$ cat src/rtl/scan_tap_pkg.sv
`timescale 1ns/1ps
package scan_tap_pkg;

    typedef enum logic [3:0] {
        TS_RESET, TS_IDLE,
        TS_SEL_DR, TS_CAP_DR, TS_SHF_DR, TS_EX1_DR, TS_PAU_DR, TS_EX2_DR, TS_UPD_DR,
        TS_SEL_IR, TS_CAP_IR, TS_SHF_IR, TS_EX1_IR, TS_PAU_IR, TS_EX2_IR, TS_UPD_IR
    } tap_state_e;

    typedef enum logic [1:0] {
        SEL_BYP, SEL_ID, SEL_BND, SEL_CTL
    } dr_sel_e;

    localparam int IR_W = 8;

    localparam logic [IR_W-1:0] OP_BYPASS  = 8'hFF;
    localparam logic [IR_W-1:0] OP_EXTEST  = 8'h80;
    localparam logic [IR_W-1:0] OP_SAMPLE  = 8'h82;
    localparam logic [IR_W-1:0] OP_IDCODE  = 8'h84;
    localparam logic [IR_W-1:0] OP_HIGHZ   = 8'h88;
    localparam logic [IR_W-1:0] OP_CTRL    = 8'h90;
    localparam logic [IR_W-1:0] IR_CAPTURE = 8'b1000_0001;

endpackage

$ cat src/rtl/scan_tap_fsm.sv
`timescale 1ns/1ps
module scan_tap_fsm
    import scan_tap_pkg::*;
(
    input  logic       tck,
    input  logic       trst_n,
    input  logic       tms,
    output tap_state_e st
);

    typedef struct packed {
        tap_state_e st;
    } fsm_regs_t;

    fsm_regs_t fsm_d, fsm_q;

    always_comb begin
        fsm_d = fsm_q;
        unique case (fsm_q.st)
            TS_RESET:  fsm_d.st = tms ? TS_RESET  : TS_IDLE;
            TS_IDLE:   fsm_d.st = tms ? TS_SEL_DR : TS_IDLE;
            TS_SEL_DR: fsm_d.st = tms ? TS_SEL_IR : TS_CAP_DR;
            TS_CAP_DR: fsm_d.st = tms ? TS_EX1_DR : TS_SHF_DR;
            TS_SHF_DR: fsm_d.st = tms ? TS_EX1_DR : TS_SHF_DR;
            TS_EX1_DR: fsm_d.st = tms ? TS_UPD_DR : TS_PAU_DR;
            TS_PAU_DR: fsm_d.st = tms ? TS_EX2_DR : TS_PAU_DR;
            TS_EX2_DR: fsm_d.st = tms ? TS_UPD_DR : TS_SHF_DR;
            TS_UPD_DR: fsm_d.st = tms ? TS_SEL_DR : TS_IDLE;
            TS_SEL_IR: fsm_d.st = tms ? TS_RESET  : TS_CAP_IR;
            TS_CAP_IR: fsm_d.st = tms ? TS_EX1_IR : TS_SHF_IR;
            TS_SHF_IR: fsm_d.st = tms ? TS_EX1_IR : TS_SHF_IR;
            TS_EX1_IR: fsm_d.st = tms ? TS_UPD_IR : TS_PAU_IR;
            TS_PAU_IR: fsm_d.st = tms ? TS_EX2_IR : TS_PAU_IR;
            TS_EX2_IR: fsm_d.st = tms ? TS_UPD_IR : TS_SHF_IR;
            TS_UPD_IR: fsm_d.st = tms ? TS_SEL_DR : TS_IDLE;
            default:   fsm_d.st = TS_RESET;
        endcase
    end

    always_ff @(posedge tck or negedge trst_n) begin
        if (!trst_n) fsm_q <= '{st: TS_RESET};
        else         fsm_q <= fsm_d;
    end

    assign st = fsm_q.st;

endmodule

$ cat src/rtl/scan_tap_ir.sv
`timescale 1ns/1ps
module scan_tap_ir
    import scan_tap_pkg::*;
(
    input  logic            tck,
    input  logic            trst_n,
    input  logic            tdi,
    input  tap_state_e      st,
    output logic            ir_lsb,
    output logic [IR_W-1:0] ir_shift,
    output dr_sel_e         sel,
    output logic            test_mode,
    output logic            outs_hiz
);

    typedef struct packed {
        logic [IR_W-1:0] sh;
    } ir_rise_t;

    typedef struct packed {
        logic [IR_W-1:0] op;
    } ir_fall_t;

    ir_rise_t rise_d, rise_q;
    ir_fall_t fall_d, fall_q;

    always_comb begin
        rise_d = rise_q;
        fall_d = fall_q;
        case (st)
            TS_CAP_IR: rise_d.sh = IR_CAPTURE;
            TS_SHF_IR: rise_d.sh = {tdi, rise_q.sh[IR_W-1:1]};
            default:   ;
        endcase
        if (st == TS_RESET)       fall_d.op = OP_BYPASS;
        else if (st == TS_UPD_IR) fall_d.op = rise_q.sh;
    end

    always_ff @(posedge tck or negedge trst_n) begin
        if (!trst_n) rise_q <= '0;
        else         rise_q <= rise_d;
    end

    always_ff @(negedge tck or negedge trst_n) begin
        if (!trst_n) fall_q <= '{op: OP_BYPASS};
        else         fall_q <= fall_d;
    end

    always_comb begin
        unique case (fall_q.op)
            OP_SAMPLE, OP_EXTEST: sel = SEL_BND;
            OP_IDCODE:            sel = SEL_ID;
            OP_CTRL:              sel = SEL_CTL;
            default:              sel = SEL_BYP;
        endcase
    end

    assign test_mode = (fall_q.op == OP_EXTEST);
    assign outs_hiz  = (fall_q.op == OP_HIGHZ);
    assign ir_lsb    = rise_q.sh[0];
    assign ir_shift  = rise_q.sh;

endmodule

$ cat src/rtl/scan_tap_dr.sv
`timescale 1ns/1ps
module scan_tap_dr
    import scan_tap_pkg::*;
#(
    parameter int              ID_W   = 32,
    parameter int              BND_W  = 48,
    parameter int              CTL_W  = 3,
    parameter logic [ID_W-1:0] IDCODE = 32'h4B7A_2C35
) (
    input  logic             tck,
    input  logic             trst_n,
    input  logic             tdi,
    input  tap_state_e       st,
    input  dr_sel_e          sel,
    input  logic [BND_W-1:0] bnd_in,
    output logic             dr_lsb,
    output logic             byp_bit,
    output logic [BND_W-1:0] bnd_out,
    output logic [CTL_W-1:0] ctl_out
);

    typedef struct packed {
        logic             byp;
        logic [ID_W-1:0]  id;
        logic [BND_W-1:0] bnd;
        logic [CTL_W-1:0] ctl;
    } dr_rise_t;

    typedef struct packed {
        logic [BND_W-1:0] bnd;
        logic [CTL_W-1:0] ctl;
    } dr_fall_t;

    dr_rise_t rise_d, rise_q;
    dr_fall_t fall_d, fall_q;

    always_comb begin
        rise_d = rise_q;
        if (st == TS_CAP_DR) begin
            unique case (sel)
                SEL_BYP: rise_d.byp = 1'b0;
                SEL_ID:  rise_d.id  = IDCODE;
                SEL_BND: rise_d.bnd = bnd_in;
                SEL_CTL: rise_d.ctl = fall_q.ctl;
                default: ;
            endcase
        end else if (st == TS_SHF_DR) begin
            unique case (sel)
                SEL_BYP: rise_d.byp = tdi;
                SEL_ID:  rise_d.id  = {tdi, rise_q.id[ID_W-1:1]};
                SEL_BND: rise_d.bnd = {tdi, rise_q.bnd[BND_W-1:1]};
                SEL_CTL: rise_d.ctl = {tdi, rise_q.ctl[CTL_W-1:1]};
                default: ;
            endcase
        end
    end

    always_comb begin
        fall_d = fall_q;
        if (st == TS_RESET) begin
            fall_d = '0;
        end else if (st == TS_UPD_DR) begin
            if (sel == SEL_BND) fall_d.bnd = rise_q.bnd;
            if (sel == SEL_CTL) fall_d.ctl = rise_q.ctl;
        end
    end

    always_ff @(posedge tck or negedge trst_n) begin
        if (!trst_n) rise_q <= '0;
        else         rise_q <= rise_d;
    end

    always_ff @(negedge tck or negedge trst_n) begin
        if (!trst_n) fall_q <= '0;
        else         fall_q <= fall_d;
    end

    always_comb begin
        unique case (sel)
            SEL_ID:  dr_lsb = rise_q.id[0];
            SEL_BND: dr_lsb = rise_q.bnd[0];
            SEL_CTL: dr_lsb = rise_q.ctl[0];
            default: dr_lsb = rise_q.byp;
        endcase
    end

    assign byp_bit = rise_q.byp;
    assign bnd_out = fall_q.bnd;
    assign ctl_out = fall_q.ctl;

endmodule

$ cat src/rtl/scan_tap_ctrl.sv
`timescale 1ns/1ps
module scan_tap_ctrl
    import scan_tap_pkg::*;
#(
    parameter int              ID_W   = 32,
    parameter int              BND_W  = 48,
    parameter int              CTL_W  = 3,
    parameter logic [ID_W-1:0] IDCODE = 32'h4B7A_2C35
) (
    input  logic             tck,
    input  logic             trst_n,
    input  logic             tms,
    input  logic             tdi,
    input  logic [BND_W-1:0] bnd_in,
    output logic             tdo,
    output logic             tdo_en,
    output logic [BND_W-1:0] bnd_out,
    output logic [CTL_W-1:0] ctl_out,
    output logic             test_mode,
    output logic             outs_hiz
);

    tap_state_e      st_w;
    dr_sel_e         sel_w;
    logic            ir_lsb_w;
    logic            dr_lsb_w;
    logic            byp_w;
    logic [IR_W-1:0] ir_shift_w;

    typedef struct packed {
        logic tdo;
        logic en;
    } out_regs_t;

    out_regs_t out_d, out_q;

    scan_tap_fsm u_fsm (
        .tck    (tck),
        .trst_n (trst_n),
        .tms    (tms),
        .st     (st_w)
    );

    scan_tap_ir u_ir (
        .tck       (tck),
        .trst_n    (trst_n),
        .tdi       (tdi),
        .st        (st_w),
        .ir_lsb    (ir_lsb_w),
        .ir_shift  (ir_shift_w),
        .sel       (sel_w),
        .test_mode (test_mode),
        .outs_hiz  (outs_hiz)
    );

    scan_tap_dr #(
        .ID_W   (ID_W),
        .BND_W  (BND_W),
        .CTL_W  (CTL_W),
        .IDCODE (IDCODE)
    ) u_dr (
        .tck     (tck),
        .trst_n  (trst_n),
        .tdi     (tdi),
        .st      (st_w),
        .sel     (sel_w),
        .bnd_in  (bnd_in),
        .dr_lsb  (dr_lsb_w),
        .byp_bit (byp_w),
        .bnd_out (bnd_out),
        .ctl_out (ctl_out)
    );

    always_comb begin
        out_d     = out_q;
        out_d.en  = (st_w == TS_SHF_IR) || (st_w == TS_SHF_DR);
        out_d.tdo = (st_w == TS_SHF_IR) ? ir_lsb_w : dr_lsb_w;
    end

    always_ff @(negedge tck or negedge trst_n) begin
        if (!trst_n) out_q <= '0;
        else         out_q <= out_d;
    end

    assign tdo    = out_q.tdo;
    assign tdo_en = out_q.en;

endmodule

$ cat config.mk
export PLATFORM = sky130hd
export DESIGN_NAME = scan_tap_ctrl
export DESIGN_NICKNAME = d
export VERILOG_FILES = /design/src/rtl/scan_tap_pkg.sv /design/src/rtl/scan_tap_fsm.sv /design/src/rtl/scan_tap_ir.sv /design/src/rtl/scan_tap_dr.sv /design/src/rtl/scan_tap_ctrl.sv
export SDC_FILE = /design/constraint.sdc
export NUM_CORES = 1
export LEC_CHECK = 0
export BUFFER_PORTS_ARGS = -buffer_cell sky130_fd_sc_hd__buf_2
export CORE_MARGIN = 2
export CORE_UTILIZATION = 60
export DETAILED_ROUTE_END_ITERATION = 12
export HOLD_SLACK_MARGIN = 0.02
export PLACE_DENSITY = 0.84
export SLEW_MARGIN = 30
export SYNTH_ARGS = -nofsm -noshare
export SYNTH_HDL_FRONTEND = slang
export SYNTH_SLANG_ARGS = --single-unit
$ cat constraint.sdc
create_clock -name tck -period 5.3 [get_ports tck]
set_input_delay 0.795 -clock tck [delete_from_list [all_inputs] [get_ports tck]]
set_output_delay 0.795 -clock tck [all_outputs]
set_load 0.02 [all_outputs]
Yosys cells after proc, flatten, opt, wreduce, memory -nomap -nowiden
Index checks and enable logic that the tools add are counted.
{"block": "classes", "n_eq_ne": 23, "n_reduce_logical": 19, "n_mux": 33}
{"operator": "84-bit 2-to-1 mux", "count": 2}
{"operator": "48-bit 2-to-1 mux", "count": 3}
{"operator": "51-bit 2-to-1 mux", "count": 2}
{"operator": "32-bit 2-to-1 mux", "count": 2}
{"operator": "4-bit case mux with 12 select lines", "count": 1}
{"operator": "8-bit equality test (second input constant)", "count": 5}
{"operator": "4-bit equality test (second input constant)", "count": 8}
{"operator": "4-bit by 3-bit equality test with 1-bit output (second input constant)", "count": 4}
{"operator": "4-bit 2-to-1 mux", "count": 4}
{"operator": "8-bit 2-to-1 mux", "count": 2}
{"operator": "8-bit case mux with 2 select lines", "count": 1}
{"operator": "3-bit 2-to-1 mux", "count": 5}
{"operator": "2-bit AND reduction", "count": 6}
{"operator": "2-bit nonzero test", "count": 6}
{"operator": "4-bit by 2-bit equality test with 1-bit output (second input constant)", "count": 2}
{"operator": "1-bit 2-to-1 mux", "count": 6}
{"operator": "2-bit 2-to-1 mux", "count": 3}
{"operator": "2-bit case mux with 3 select lines", "count": 1}
{"operator": "2-bit OR reduction", "count": 3}
{"operator": "2-bit equality test (second input constant)", "count": 2}
{"operator": "4-bit by 1-bit equality test with 1-bit output (second input constant)", "count": 1}
{"operator": "4-bit logical NOT", "count": 1}
{"operator": "1-bit case mux with 3 select lines", "count": 1}
{"operator": "3-bit OR reduction", "count": 1}
{"operator": "other kinds (3)", "count": 3}
{"block": "word_totals", "in_bits": 52, "out_inout_bits": 55, "reg_bits": 157}

Depth between registers and ports, before layout
{"block": "logic_depth", "word_depth": 7, "ltp_mapped": 7}

By module
Synthesis repeated with hierarchy kept, for this count alone.
{"block": "unflattened", "hier_cells": 548, "hier_area_um2": 7026.7}
{"module": "scan_tap_dr", "seq_area_each_um2": 3378.2, "cells_per_inst": 423, "n_inst": 1, "area_each_um2": 5859.4}
{"module": "scan_tap_ir", "seq_area_each_um2": 410.4, "cells_per_inst": 82, "n_inst": 1, "area_each_um2": 769.5}
{"module": "scan_tap_fsm", "seq_area_each_um2": 100.1, "cells_per_inst": 37, "n_inst": 1, "area_each_um2": 314.1}
{"module": "scan_tap_ctrl", "seq_area_each_um2": 50.0, "cells_per_inst": 6, "n_inst": 1, "area_each_um2": 83.8}

==> impl_metrics.tcl <==
set metrics [dict create \
    yosysMostFrequentCell "dfrtp_1" \
    grt_use_total_pct 26.19 \
    slew_viol_final 0 \
    hold_class "in -> async" \
    critical_path.max_stage_delay_ps 540 \
    via_per_inst 5.926 \
    clockBufferDepth 2 \
    ioPinCount 107 \
    synth_commonest_cells "96 x dfrtp_1, 85 x a21oi_1, 80 x nand2_1" \
    crit_path_max_fanout 3 \
    synthArstFlopShare_pct 100.0 \
    synth_top_area_share_pct 34.21 \
    drive_gt1_share_pct 24.39 \
    seq_area_frac_synth_pct 56.08 \
    required_ps 4510 \
    grt-ovfl-total 0 \
    vias 5440 \
    tns_ps -90.55 \
    yosys-top-cells-area "dfrtp_1 34%, dfrtn_1 19%, mux2i_1 9.3%" \
    die_h_um 112.2 \
    port_buffers 106 \
    ir_drop_mv 0.3141 \
    cts_tree "yes" \
    gp_congestion 0.7807 \
    end_kind "output port" \
    grt_pass1_wl_um 26310 \
    grt_pass1_vias 5470 \
    rr_startpoint "u_ir.fall_q[7]$_DFFE_NN1P_" \
    critPathKind "reg -> out" \
    cts_hold_buf 0 \
    cts_root_buf "clkbuf_16" \
    preCtsSetupSlack_ps 289.3 \
    dr.pass1.iters 5 \
    worst_slack_ps -57.28 \
    critPathLaunch "u_ir.fall_q[7]$_DFFE_NN1P_" \
    finalSetupViolCount 2 \
    start_util_pct 61.51 \
    dp_hpwl_um 9852 \
    first_iter_violations 514 \
    clk_latency_ps 480 \
    syn_inst 667 \
    p_leak_nw 3.925 \
    ys_ff_latch 157 \
    synthFlopType "dfrtp_1" \
    num_antenna_cells 0 \
    critPathLaunchType "register" \
    timing.final.hold_violations 0 \
    tightest_slew_ps 794.8 \
    synth_edf_count 0 \
    clk_pin_slew_worst_paths_ps 50 \
    wirelength_um 15770 \
    area_growth_pct 19.21 \
    cpMaxStageDelayCell "dfstp_2" \
    slew_headroom_pct 47.02 \
    grt_max_degree 98 \
    outcome "finished, violations left" \
    yosys.area.top_type "dfrtp_1" \
    fin_skew_ps 79.03 \
    syn_area_um2 7023 \
    violations "setup timing" \
    num_rows 39 \
    cp_num_cells 3 \
    power_per_cell_area_nw_per_um2 413.1 \
    yosysWarnings 0 \
    nets 814 \
    rr_worst_depth 6 \
    rsz0062_at_grt "true" \
    die_w_um 112.2 \
    synthesis.nets 719 \
    path_cells "or4b_4, nor4b_4, buf_4" \
    antenna_found_initial 0 \
    cts_htree_levels 4 \
    cts_sinks 157 \
    drc 0 \
    arrival_ps 4560 \
    critical_path_buf_inv_count 1 \
    fp.dieArea_um2 12590 \
    antenna_left 0 \
    path_delay_family "simple AND/OR/NAND/NOR gates" \
    fillers 771 \
    numCtsBuffers 17 \
    drv_cap 0 \
    synthDistinctLibCells 45 \
    wire_per_inst_um 17.18 \
    syn_avg_cell_area_um2 10.53 \
    core_area_um2 11420 \
]
==> layer usage <==
layer,global-route usage (%),wire (µm)
met5,0,0
met4,11.87,422
met3,7.019,895
met2,42.21,7801
met1,33.52,6651
==> stage by stage <==
step / cells / utilization, % / total power [mW] / hold slack (ps) / instance area, µm²
floorplan: 667 / - / 2.005 / 449.8 / 7023
CTS: 917 / 72.81 / 3.419 / 387.1 / 8314
finish: 918 / 73.32 / 3.459 / 370.8 / 8372
global route: 918 / 73.32 / 3.626 / 417.9 / 8372
detailed placement: 877 / 67.24 / 2.199 / 446.2 / 7677
global placement: 877 / 67.20 / 2.168 / 442.7 / 7674
==> state kept, by name, summed over array words and instances, names as in the netlist <==
name	count
u_dr.rise_q	83
u_dr.bnd_out	48
u_ir.fall_q	8
u_ir.ir_shift	8
u_fsm.st	4
u_dr.ctl_out	3
tdo	1
tdo_en	1
u_dr.byp_bit	1
==> kinds of logic after synthesis <==
kind of cell,count (synthesis),synth area share (%)
flip-flops,157,56.08
multiplexers,82,11.99
XOR/XNOR,2,0.2495
buffers and inverters,78,4.739
adder cells (fa/ha/maj),1,0.1425
AND/OR/NAND/NOR,158,10.48
AO/OA/AOI/OAI,189,16.32
==> cell type report <==
cell class                 count  area, µm²  share of cell area (%)
sequential                   157       3939                   47.05
inverter                      21      78.83                  0.9416
tap                          143      178.9                   2.137
clock buffer                  23      478.0                   5.709
clock inverter                17      138.9                   1.659
timing repair buffer         125      733.2                   8.758
multi-input combinational    432       2825                   33.75
==> where the power goes <==
part	internal, mW	leakage, nW	switching (mW)
Sequential	1.29	1.89	0.115
Clock	0.739	0.318	0.492
Combinational	0.300	1.72	0.524
==> layout by cell type (no fill, tap or decap), drive strengths merged, types with 2 or more instances in the layout <==
master,count
o22ai,2
dfrtn,53
inv,29
nor2b,10
dfrtp,96
dfstp,8
clkinv,3
clkinvlp,4
clkbuf,23
nor2,34
bufinv,2
and4,3
a211oi,3
a21oi,85
a22o,29
a31oi,51
mux2,17
nor4b,3
nand2,80
o21ai,15
nor3,5
nand4,2
nand3,11
buf,125
o211ai,2
mux2i,65
==> what timing repair did <==
action / CTS / global route
endpoints found under the setup margin: 2 / 2
resized for setup: 3 / 4
buffers inserted: 1 / 0
pin swaps: 0 / 0
==> final timing paths <==
path	end	slack, ps
setup / recovery	outs_hiz	-60
hold / removal	u_ir.ir_shift[7]$_DFFE_PN0P_	370
setup reg to reg	u_dr.rise_q[63]$_DFFE_PN0P_	340
hold reg to reg	u_dr.bnd_out[10]$_DFFE_NN0P_	450
max in group asynchronous	u_dr.bnd_out[6]$_DFFE_NN0P_	1720
min in group tck	u_dr.bnd_out[10]$_DFFE_NN0P_	450
No activity file was read; power rests on OpenSTA's default activity.
